## src/rtl/uart_fc_pkg.sv

```systemverilog
package uart_fc_pkg;

  typedef enum logic [1:0] {
    TX_IDLE,
    TX_START,
    TX_DATA,
    TX_STOP
  } tx_state_e;

  typedef enum logic [2:0] {
    RX_IDLE,
    RX_START,
    RX_DATA,
    RX_STOP,
    RX_HUNT
  } rx_state_e;

  // Clock count from a start-bit edge to its midpoint.
  function automatic int unsigned half_period(int unsigned clks);
    return clks / 2;
  endfunction

  // True when the queue has one free slot or fewer.
  function automatic logic hold_sender(int unsigned occupancy, int unsigned depth);
    return (occupancy + 1) >= depth;
  endfunction

endpackage

```

## src/rtl/uart_fc_sync.sv

```systemverilog
module uart_fc_sync #(
  parameter logic RST_VAL = 1'b1
) (
  input  logic clk,
  input  logic rst_n,
  input  logic d,
  output logic q
);
  logic meta;

  always_ff @(posedge clk or negedge rst_n) begin
    if (!rst_n) begin
      meta <= RST_VAL;
      q    <= RST_VAL;
    end else begin
      meta <= d;
      q    <= meta;
    end
  end
endmodule

```

## src/rtl/uart_fc_tx.sv

```systemverilog
module uart_fc_tx
  import uart_fc_pkg::*;
#(
  parameter int CLKS_PER_BIT = 16,
  parameter int DATA_W       = 8
) (
  input  logic              clk,
  input  logic              rst_n,
  input  logic              cts_ok,
  input  logic              tx_valid,
  input  logic [DATA_W-1:0] tx_data,
  output logic              tx_ready,
  output logic              line,
  output logic              start_go
);
  localparam int CNT_W = $clog2(CLKS_PER_BIT);
  localparam int IDX_W = (DATA_W > 1) ? $clog2(DATA_W) : 1;

  tx_state_e         state;
  logic [CNT_W-1:0]  cnt;
  logic [IDX_W-1:0]  idx;
  logic [DATA_W-1:0] shreg;
  logic              bit_end;

  assign bit_end  = (cnt == CNT_W'(CLKS_PER_BIT - 1));
  assign tx_ready = (state == TX_IDLE) && cts_ok;
  assign start_go = tx_ready && tx_valid;

  always_ff @(posedge clk or negedge rst_n) begin
    if (!rst_n) begin
      state <= TX_IDLE;
      cnt   <= '0;
      idx   <= '0;
      shreg <= '0;
      line  <= 1'b1;
    end else begin
      case (state)
        TX_IDLE: begin
          cnt  <= '0;
          line <= 1'b1;
          if (start_go) begin
            shreg <= tx_data;
            line  <= 1'b0;
            state <= TX_START;
          end
        end
        TX_START: begin
          if (bit_end) begin
            cnt   <= '0;
            idx   <= '0;
            line  <= shreg[0];
            shreg <= shreg >> 1;
            state <= TX_DATA;
          end else begin
            cnt <= cnt + 1'b1;
          end
        end
        TX_DATA: begin
          if (bit_end) begin
            cnt <= '0;
            if (idx == IDX_W'(DATA_W - 1)) begin
              line  <= 1'b1;
              state <= TX_STOP;
            end else begin
              line  <= shreg[0];
              shreg <= shreg >> 1;
              idx   <= idx + 1'b1;
            end
          end else begin
            cnt <= cnt + 1'b1;
          end
        end
        TX_STOP: begin
          if (bit_end) begin
            cnt   <= '0;
            state <= TX_IDLE;
          end else begin
            cnt <= cnt + 1'b1;
          end
        end
        default: state <= TX_IDLE;
      endcase
    end
  end

  assert_idle_line_high_R1: assert property (@(posedge clk) disable iff (!rst_n)
    (state == TX_IDLE) |-> line);

  assert_start_needs_cts_R2: assert property (@(posedge clk) disable iff (!rst_n)
    (state == TX_START && $past(state) == TX_IDLE) |-> $past(cts_ok));

  assert_stop_bit_high_R1: assert property (@(posedge clk) disable iff (!rst_n)
    (state == TX_STOP) |-> line);
endmodule

```

## src/rtl/uart_fc_rx.sv

```systemverilog
module uart_fc_rx
  import uart_fc_pkg::*;
#(
  parameter int CLKS_PER_BIT = 16,
  parameter int DATA_W       = 8
) (
  input  logic              clk,
  input  logic              rst_n,
  input  logic              rxd_s,
  output logic              byte_ok,
  output logic [DATA_W-1:0] byte_val,
  output logic              stop_mid
);
  localparam int CNT_W = $clog2(CLKS_PER_BIT);
  localparam int IDX_W = (DATA_W > 1) ? $clog2(DATA_W) : 1;
  localparam int HALF  = half_period(CLKS_PER_BIT);

  rx_state_e         state;
  logic [CNT_W-1:0]  cnt;
  logic [IDX_W-1:0]  idx;
  logic [DATA_W-1:0] shreg;
  logic              half_hit;
  logic              full_hit;

  assign half_hit = (state == RX_START) && (cnt == CNT_W'(HALF - 1));
  assign full_hit = (cnt == CNT_W'(CLKS_PER_BIT - 1));
  assign stop_mid = (state == RX_STOP) && full_hit;
  assign byte_ok  = stop_mid && rxd_s;
  assign byte_val = shreg;

  always_ff @(posedge clk or negedge rst_n) begin
    if (!rst_n) begin
      state <= RX_IDLE;
      cnt   <= '0;
      idx   <= '0;
      shreg <= '0;
    end else begin
      case (state)
        RX_IDLE: begin
          cnt <= '0;
          if (!rxd_s) state <= RX_START;
        end
        RX_START: begin
          if (half_hit) begin
            cnt   <= '0;
            idx   <= '0;
            state <= rxd_s ? RX_IDLE : RX_DATA;
          end else begin
            cnt <= cnt + 1'b1;
          end
        end
        RX_DATA: begin
          if (full_hit) begin
            cnt   <= '0;
            shreg <= {rxd_s, shreg[DATA_W-1:1]};
            if (idx == IDX_W'(DATA_W - 1)) state <= RX_STOP;
            else idx <= idx + 1'b1;
          end else begin
            cnt <= cnt + 1'b1;
          end
        end
        RX_STOP: begin
          if (full_hit) begin
            cnt   <= '0;
            state <= rxd_s ? RX_IDLE : RX_HUNT;
          end else begin
            cnt <= cnt + 1'b1;
          end
        end
        RX_HUNT: begin
          cnt <= '0;
          if (rxd_s) state <= RX_IDLE;
        end
        default: state <= RX_IDLE;
      endcase
    end
  end

  assert_glitch_dropped_R5: assert property (@(posedge clk) disable iff (!rst_n)
    (half_hit && rxd_s) |=> (state == RX_IDLE));

  assert_bad_stop_hunts_R9: assert property (@(posedge clk) disable iff (!rst_n)
    (stop_mid && !rxd_s) |=> (state == RX_HUNT));
endmodule

```

## src/rtl/uart_fc_fifo.sv

```systemverilog
module uart_fc_fifo #(
  parameter int DATA_W = 8,
  parameter int DEPTH  = 4
) (
  input  logic                       clk,
  input  logic                       rst_n,
  input  logic                       push,
  input  logic [DATA_W-1:0]          push_data,
  input  logic                       pop,
  output logic                       out_valid,
  output logic [DATA_W-1:0]          out_data,
  output logic [$clog2(DEPTH+1)-1:0] occupancy
);
  localparam int AW = (DEPTH > 1) ? $clog2(DEPTH) : 1;
  localparam int CW = $clog2(DEPTH + 1);

  logic [DATA_W-1:0] mem [DEPTH];
  logic [AW-1:0]     wr_p;
  logic [AW-1:0]     rd_p;
  logic [CW-1:0]     cnt;
  logic              wr_ok;
  logic              rd_ok;

  assign wr_ok     = push && (cnt != CW'(DEPTH));
  assign rd_ok     = pop && (cnt != '0);
  assign out_valid = (cnt != '0);
  assign out_data  = mem[rd_p];
  assign occupancy = cnt;

  always_ff @(posedge clk) begin
    if (wr_ok) mem[wr_p] <= push_data;
  end

  always_ff @(posedge clk or negedge rst_n) begin
    if (!rst_n) begin
      wr_p <= '0;
      rd_p <= '0;
      cnt  <= '0;
    end else begin
      if (wr_ok) wr_p <= (wr_p == AW'(DEPTH - 1)) ? '0 : wr_p + 1'b1;
      if (rd_ok) rd_p <= (rd_p == AW'(DEPTH - 1)) ? '0 : rd_p + 1'b1;
      cnt <= cnt + CW'(wr_ok) - CW'(rd_ok);
    end
  end

  assert_out_hold_R6: assert property (@(posedge clk) disable iff (!rst_n)
    (out_valid && !pop) |=> (out_valid && $stable(out_data)));
endmodule

```

## src/rtl/uart_fc.sv

```systemverilog
module uart_fc
  import uart_fc_pkg::*;
#(
  parameter int CLKS_PER_BIT = 16,
  parameter int DATA_W       = 8,
  parameter int RX_DEPTH     = 4
) (
  input  logic              clk,
  input  logic              rst_n,
  input  logic              tx_valid,
  input  logic [DATA_W-1:0] tx_data,
  output logic              tx_ready,
  output logic              txd,
  input  logic              cts_n,
  input  logic              rxd,
  output logic              rts_n,
  output logic              rx_valid,
  output logic [DATA_W-1:0] rx_data,
  input  logic              rx_ready
);
  localparam int CW = $clog2(RX_DEPTH + 1);

  logic              cts_s;
  logic              rxd_s;
  logic              tx_start;
  logic              rx_push;
  logic [DATA_W-1:0] rx_byte;
  logic              rx_stop_mid;
  logic [CW-1:0]     occ;
  logic              pop_ok;
  logic              rts_q;

  uart_fc_sync #(.RST_VAL(1'b1)) u_cts_sync (
    .clk(clk), .rst_n(rst_n), .d(cts_n), .q(cts_s)
  );

  uart_fc_sync #(.RST_VAL(1'b1)) u_rxd_sync (
    .clk(clk), .rst_n(rst_n), .d(rxd), .q(rxd_s)
  );

  uart_fc_tx #(.CLKS_PER_BIT(CLKS_PER_BIT), .DATA_W(DATA_W)) u_tx (
    .clk(clk), .rst_n(rst_n), .cts_ok(!cts_s), .tx_valid(tx_valid),
    .tx_data(tx_data), .tx_ready(tx_ready), .line(txd), .start_go(tx_start)
  );

  uart_fc_rx #(.CLKS_PER_BIT(CLKS_PER_BIT), .DATA_W(DATA_W)) u_rx (
    .clk(clk), .rst_n(rst_n), .rxd_s(rxd_s), .byte_ok(rx_push),
    .byte_val(rx_byte), .stop_mid(rx_stop_mid)
  );

  uart_fc_fifo #(.DATA_W(DATA_W), .DEPTH(RX_DEPTH)) u_fifo (
    .clk(clk), .rst_n(rst_n), .push(rx_push), .push_data(rx_byte),
    .pop(rx_ready), .out_valid(rx_valid), .out_data(rx_data), .occupancy(occ)
  );

  assign pop_ok = rx_valid && rx_ready;

  always_ff @(posedge clk or negedge rst_n) begin
    if (!rst_n) rts_q <= 1'b0;
    else        rts_q <= hold_sender(int'(occ), RX_DEPTH);
  end

  assign rts_n = rts_q;

  assert_rts_rise_at_stop_R7: assert property (@(posedge clk) disable iff (!rst_n)
    $rose(rts_q) |-> $past(rx_push, 2));

  assert_rts_fall_on_read_R8: assert property (@(posedge clk) disable iff (!rst_n)
    $fell(rts_q) |-> $past(pop_ok, 2));

  assert_no_overflow_R7: assert property (@(posedge clk) disable iff (!rst_n)
    rx_push |-> (int'(occ) < RX_DEPTH));

  assert_push_only_at_stop_R6: assert property (@(posedge clk) disable iff (!rst_n)
    rx_push |-> rx_stop_mid);

  assert_tx_start_ready_R2: assert property (@(posedge clk) disable iff (!rst_n)
    tx_start |-> !cts_s);
endmodule

```

## config.mk

```make
export PLATFORM = sky130hd
export DESIGN_NAME = uart_fc
export DESIGN_NICKNAME = d
export VERILOG_FILES = /design/src/rtl/uart_fc_pkg.sv /design/src/rtl/uart_fc_sync.sv /design/src/rtl/uart_fc_tx.sv /design/src/rtl/uart_fc_rx.sv /design/src/rtl/uart_fc_fifo.sv /design/src/rtl/uart_fc.sv
export SDC_FILE = /design/constraint.sdc
export NUM_CORES = 1
export LEC_CHECK = 0
export BUFFER_PORTS_ARGS = -buffer_cell sky130_fd_sc_hd__buf_2
export CAP_MARGIN = 20
export CORE_MARGIN = 3
export CORE_UTILIZATION = 30
export CTS_CLUSTER_DIAMETER = 60
export DETAILED_ROUTE_END_ITERATION = 8
export RECOVER_POWER = 25
export SLEW_MARGIN = 20
export SYNTH_ARGS = -nofsm -noshare
export SYNTH_HDL_FRONTEND = slang
export SYNTH_SLANG_ARGS = --single-unit
```

## constraint.sdc

```tcl
create_clock -name clk -period 2.8 [get_ports clk]
set_clock_uncertainty 0.15 [all_clocks]
set_input_delay 0.14 -clock clk [delete_from_list [all_inputs] [get_ports clk]]
set_output_delay 0.14 -clock clk [all_outputs]
set_load 0.01 [all_outputs]
```

Yosys cells after proc, flatten, opt, wreduce, memory -nomap -nowiden
Memories as Yosys holds them, arrays and structs flattened.
Cells that the tools add are included.
W data, S select, Z words.
Storage, ports and cells
  flip-flop bits (word level): 48
  RAM bits: 32
  input bits: 14
  word-level logic and storage cells: 123
  memories kept: 1
Memory list
  u_fifo.mem: depth 4, bits a word 8, read ports 1, clocked after memory_dff 0, write ports 1, line uart_fc_fifo.sv:17  | logic [DATA_W-1:0] mem [DEPTH];
Operators by class
  add/sub/neg operators: 9
  $lt $le $gt $ge: 1
  equality and inequality tests: 28
  muxes and demuxes: 42
  reductions and logical operators: 25
Operators with widths (number)
  $mux W3: 13
  $mux W8: 4
  $pmux W8 S3: 1
  $mux W2: 8
  $ne A2 B1 Y1 const B: 8
  $pmux W3 S5: 1
  $mux W4: 3
  $pmux W3 S2: 2
  $pmux W4 S3: 1
  $ne A2 B2 Y1 const B: 5
  $reduce_and A5 Y1: 2
  $eq A3 B3 Y1 const B: 3
  $reduce_bool A3 Y1: 3
  $add A4 B1 Y4 const B: 2
  $eq A2 B2 Y1 const B: 4
  $eq A4 B4 Y1 const B: 2
  $pmux W2 S4: 1
  $pmux W4 S2: 1
  $reduce_and A4 Y1: 2
  $logic_and A1 B1 Y1: 7
  $add A3 B1 Y3 const B: 2
  $eq A3 B2 Y1 const B: 2
  $mux W1: 6
  $reduce_and A6 Y1: 1
  other kinds (18): 21

Longest topological paths before layout
  depth after elaboration: 6
  depth in mapped cells: 8

Modules after synthesis
From an unflattened synthesis, not the netlist that was laid out.
Unflattened totals
  cells, all modules: 250
  area, all modules: 3686.0 µm²
By module, submodules not included
  uart_fc_fifo: times used 1, cells each 80, area an instance 1599.0 µm², sequential area each 1136.1 µm²
  uart_fc_tx: times used 1, cells each 86, area an instance 1026.0 µm², sequential area each 451.7 µm²
  uart_fc_rx: times used 1, cells each 77, area an instance 919.6 µm², sequential area each 450.4 µm²
  uart_fc_sync: times used 2, cells each 2, area an instance 52.6 µm², sequential area each 52.6 µm²
  uart_fc: times used 1, cells each 3, area an instance 36.3 µm², sequential area each 25.0 µm²

Worst setup path before layout
Ideal clock, no wire load.
  path kind: register -> register
  start: register u_fifo.cnt[0] (netlist: u_fifo.occupancy[0])
  end: register u_fifo.cnt[2] (netlist: u_fifo.occupancy[2])
  setup time: 0.123 ns
  arrival time: 1.937 ns
  setup slack: 0.590 ns
  stages on the path, launching flop included: 9
  period minus slack after synthesis: 2.210 ns
  path through: dfrtp_1 or3_1 nand2_1 inv_1 ha_1 inv_1 ha_1 fa_1 xnor2_1
Between the ends
  elaborated cells between the ends (all ways): 6
  those cells by class: 2 x add/sub; 1 x eq/ne; 3 x reduce/logical
RTL lines
  from (decl): line uart_fc_fifo.sv:20  | logic [CW-1:0] cnt;
  from (signal assigned): line uart_fc_fifo.sv:42  | cnt <= cnt + CW'(wr_ok) - CW'(rd_ok);
  $reduce_bool A3 Y1
  via rx_valid: line uart_fc.sv:17  | output logic rx_valid,
  $logic_and A1 B1 Y1: line uart_fc_fifo.sv:25  | assign rd_ok = pop && (cnt != '0);
  via u_fifo.rd_ok: line uart_fc_fifo.sv:22  | logic rd_ok;
  $sub A3 B1 Y3: line uart_fc_fifo.sv:42
The timed path passes the listed nets, and every way through them passes these cells.
A chain may end at the register's enable or synchronous reset.

Final worst setup path
  start: register u_tx.state[0]
  end: register u_tx.shreg[7]
Between the ends
  cells in the longest elaborated chain, start to end: 5
  elaborated cells between the ends (all ways): 12
  those cells by class: 6 x eq/ne; 1 x mux; 5 x reduce/logical
Ends and longest elaborated chain
  from (decl): line uart_fc_tx.sv:19  | tx_state_e state;
  from (signal assigned): line uart_fc_tx.sv:31  | state <= TX_IDLE;
  from (signal assigned): line uart_fc_tx.sv:44  | state <= TX_START;
  from (signal assigned): line uart_fc_tx.sv:53  | state <= TX_DATA;
  $logic_not A2 Y1: line uart_fc_tx.sv:26, uart_fc_tx.sv:37
  $logic_and A1 B1 Y1: line uart_fc_tx.sv:26  | assign tx_ready = (state == TX_IDLE) && cts_ok;
  $logic_and A1 B1 Y1: line uart_fc_tx.sv:27  | assign start_go = tx_ready && tx_valid;
  $ne A2 B2 Y1 (no source line)
  $reduce_and A5 Y1 (no source line)
  to (signal assigned): line uart_fc_tx.sv:42  | shreg <= tx_data;
  to (signal assigned): line uart_fc_tx.sv:52  | shreg <= shreg >> 1;
  to (signal assigned): line uart_fc_tx.sv:66  | shreg <= shreg >> 1;
  to (decl): line uart_fc_tx.sv:22  | logic [DATA_W-1:0] shreg;
Several ways; a longest one is shown, not always the timed one.

==> impl_results.md <==
- Ranking of synthesized cells by area: dfrtp_1, edfxtp_1, mux2_2, ha_1, mux4_2
- DRC errors left: 0
- Post-cts sizing count: 0
- Critical path type: reg2reg
- DIE HEIGHT: 117 um
- Total die area: 0.0137 mm2
- RSZ-0062 raised after global routing: no
- Outcome: finished clean
- Relative slew slack: 0.0191
- HP Class: in2reg
- CTS Buf Count: 9
- Wirelength per Cell: 14.0 um
- Worst Path Buf+Inv: 1
- Hold wc startpoint: tx_data[0]
- Port Buffers: 25
- Arr. time, crit path: 2.43 ns
- Post-route ant nets: 0
- Setup-failing EPs final: 0
- Initial core utilization: 0.316
- Via count: 2,084
- Slowest-stage cell, CP: a221oi_4
- CP peak stage delay: 0.51 ns
- Hold-critical path depth: 3
- Clk buf depth: 2
- WL final: 6.10 mm
- Root Driver: clkbuf_16
- Worst-Margin Slew: 1.47 ns
- Vias in the first global route: 2,209
- WHS: 0.0188 ns
- Top cell type's share of synthesized area: 0.291
- Antenna cells: 0
- Max-slew violations: 0
- Sequential area share after synthesis: 0.586
- Synth cell count leaders: dfrtp_1, edfxtp_1, mux2_2
- DR pass1 iterations: 5
- Vias/cell: 4.77
- Yosys warns: 0
- Clock Pin Slew Worst Setup and Hold Paths: 0.06 ns
- Hold worst-path end: u_tx.shreg[0]
- DP HPWL: 4.16 mm
- Layout Nets: 323
- Net count after synthesis: 288
- Proportion of layout cells with a drive suffix above 1: 0.316
- Post-synth EDFFs: 32
- Peak Freq: 422 MHz
- Reg-to-reg startpoint: u_tx.state[0]
- CTS tree: built
- Post-synth ARST share: 0.600
- Initial antenna violation count: 0
- Most frequent cell after synthesis: dfrtp_1
- Total power: 3.41 mW
- GPL Wtd Cong: 0.746
- Clock sink count: 80
- Largest net degree at the start of global routing: 27
- Max-cap viol count: 0
- Core box area: 0.0117 mm2
- GRT overflow: 0
- Clock latency on the worst-skew pair: 0.33 ns
- Chip Width: 117 um
- # IOs: 26
- Starting DRC count in detailed routing: 164
- Setup TNS: 0 ns
- Maximum VDD drop: 0.260 mV
- Crit path max-delay family: compound AO/OA/AOI/OAI gates
- Startpoint types: register
- CP Cell Sequence: inv_1 -> ha_1 -> or3_4 -> a221oi_4 -> mux2_2
- Cell variety after synth: 46
- Worst reg2reg endpoint: u_tx.shreg[7]
- Leak: 1.74 nW
- First-pass GRT wire length: 10.7 mm
- Critical path data required time: 2.86 ns
- Worst reg2reg setup slack: 0.43 ns
- Final hold vios: 0
- Synth Register Bits: 80
- Worst Reg-to-Reg Cells: 5
- Synth Instances: 254
- Crit Path Max Fanout: 9
- Post-route minimum period: 2.37 ns
- Crit. End Element: register
- Final Cycle Share: 0.847
- Num rows: 39
- Tot GR Track Use: 0.100
- Post-synth top flop: dfrtp_1
- Layout area overhead: 17.3%
- H-tree depth: 3
- Power Dens Cells: 786 mW/mm2
- Yosys top cell by area: dfrtp_1
- Average size of a mapped cell: 14.6 um2
- Mapped Area: 0.00370 mm2
==> placed cells by master (no fill, tap or decap), drive strengths merged, types with 2 or more instances in the layout <==
master	n
edfxtp	32
nand2	10
nand4b	2
clkbuf	12
xnor2	3
or3	3
mux4	8
a21oi	4
buf	27
nor3b	4
inv	13
o21ai	8
mux2	32
nor2b	8
mux2i	2
nand2b	4
bufinv	2
dfstp	5
dlygate4sd3	3
o211ai	2
a2111oi	3
clkinv	3
and2	7
nor2	9
nand4	2
nand3	5
dfrtp	43
or3b	2
nor3	3
ha	19
==> sequential cells by signal (all words and copies together), names as in the netlist <==
signal and flops:
u_rxd_sync.q 1, u_rxd_sync.meta 1, rts_n 1, u_rx.state 3
u_tx.shreg 8, u_rx.byte_val 8, u_cts_sync.q 1, u_fifo.occupancy 3
u_rx.cnt 4, u_fifo.mem 32, u_tx.idx 3, u_tx.state 2
u_tx.line 1, u_cts_sync.meta 1, u_fifo.wr_p 2, u_tx.cnt 4
u_rx.idx 3, u_fifo.rd_p 2
==> worst min-delay path: cells and delay by family <==
kind	cells	cell delay [ns]
muxes	2	0.25
buffers and inverters	1	0.07
==> how the worst max path moves through the flow <==
stage | start | to | slack, ns | cells past startpoint
floorplan | u_fifo.occupancy[0] | u_fifo.occupancy[2] | 0.59 | 8
global placement | u_tx.state[0] | u_tx.shreg[4] | 0.47 | 5
detailed placement | u_tx.state[0] | u_tx.shreg[7] | 0.42 | 5
CTS | u_tx.state[0] | u_tx.shreg[7] | 0.40 | 5
global route | u_tx.state[0] | u_tx.shreg[3] | 0.27 | 5
finish | u_tx.state[0] | u_tx.shreg[7] | 0.43 | 5
==> metal layers <==
| layer | up-vias | global-route usage | part of all wire |
|---|---|---|---|
| met2 | 43 | 0.164 | 0.47 |
| met5 | - | 0 | 0 |
| met1 | 1027 | 0.123 | 0.47 |
| met4 | 0 | 0.0298 | 0.011 |
| li1 | 1007 | - | - |
| met3 | 7 | 0.0396 | 0.052 |
==> timing repair <==
action | 4_1_cts | 5_1_grt
hold buffers | 3 | 0
endpoints found under the hold margin | 27 | 0
buffers inserted | 0 | 0
==> cell families (layout without fill, tap and decap cells) <==
logic type	count (synthesis)	after routing	synth area share
compound gates	26	26	0.0636
xor+xnor	4	4	0.00947
fa+ha+maj	20	20	0.0697
buf+inv	20	60	0.0213
flops	80	80	0.586
mux	42	42	0.152
simple gates	62	62	0.0984
==> metrics by stage <==
| step | area (um2) | worst slack [ns] | std cells | utilization |
|---|---|---|---|---|
| global route | 4340 | 0.274 | 437 | 0.371 |
| detailed placement | 4000 | 0.416 | 418 | 0.341 |
| global placement | 4000 | 0.471 | 418 | 0.341 |
| floorplan | 3700 | 0.590 | 254 | - |
| finish | 4340 | 0.428 | 437 | 0.371 |
| CTS | 4340 | 0.401 | 437 | 0.371 |
==> report_power, final <==
part | total (mW) | switching (mW) | internal (mW)
clock network | 1.23 | 0.447 | 0.783
registers | 1.51 | 0.179 | 1.33
logic | 0.675 | 0.324 | 0.351
total | 3.41 | 0.949 | 2.46
==> layout make-up <==
type | instances | area, um2
Clock buffer | 11 | 233
Timing Repair Buffer | 31 | 176
Sequential cell | 80 | 2170
Tap cell | 143 | 179
Multi-Input combinational cell | 154 | 1450
Inverter | 13 | 48.8
Clock inverter | 5 | 82.6
Fill cell | 1127 | 7370
No activity file was read; power rests on OpenSTA's default activity.
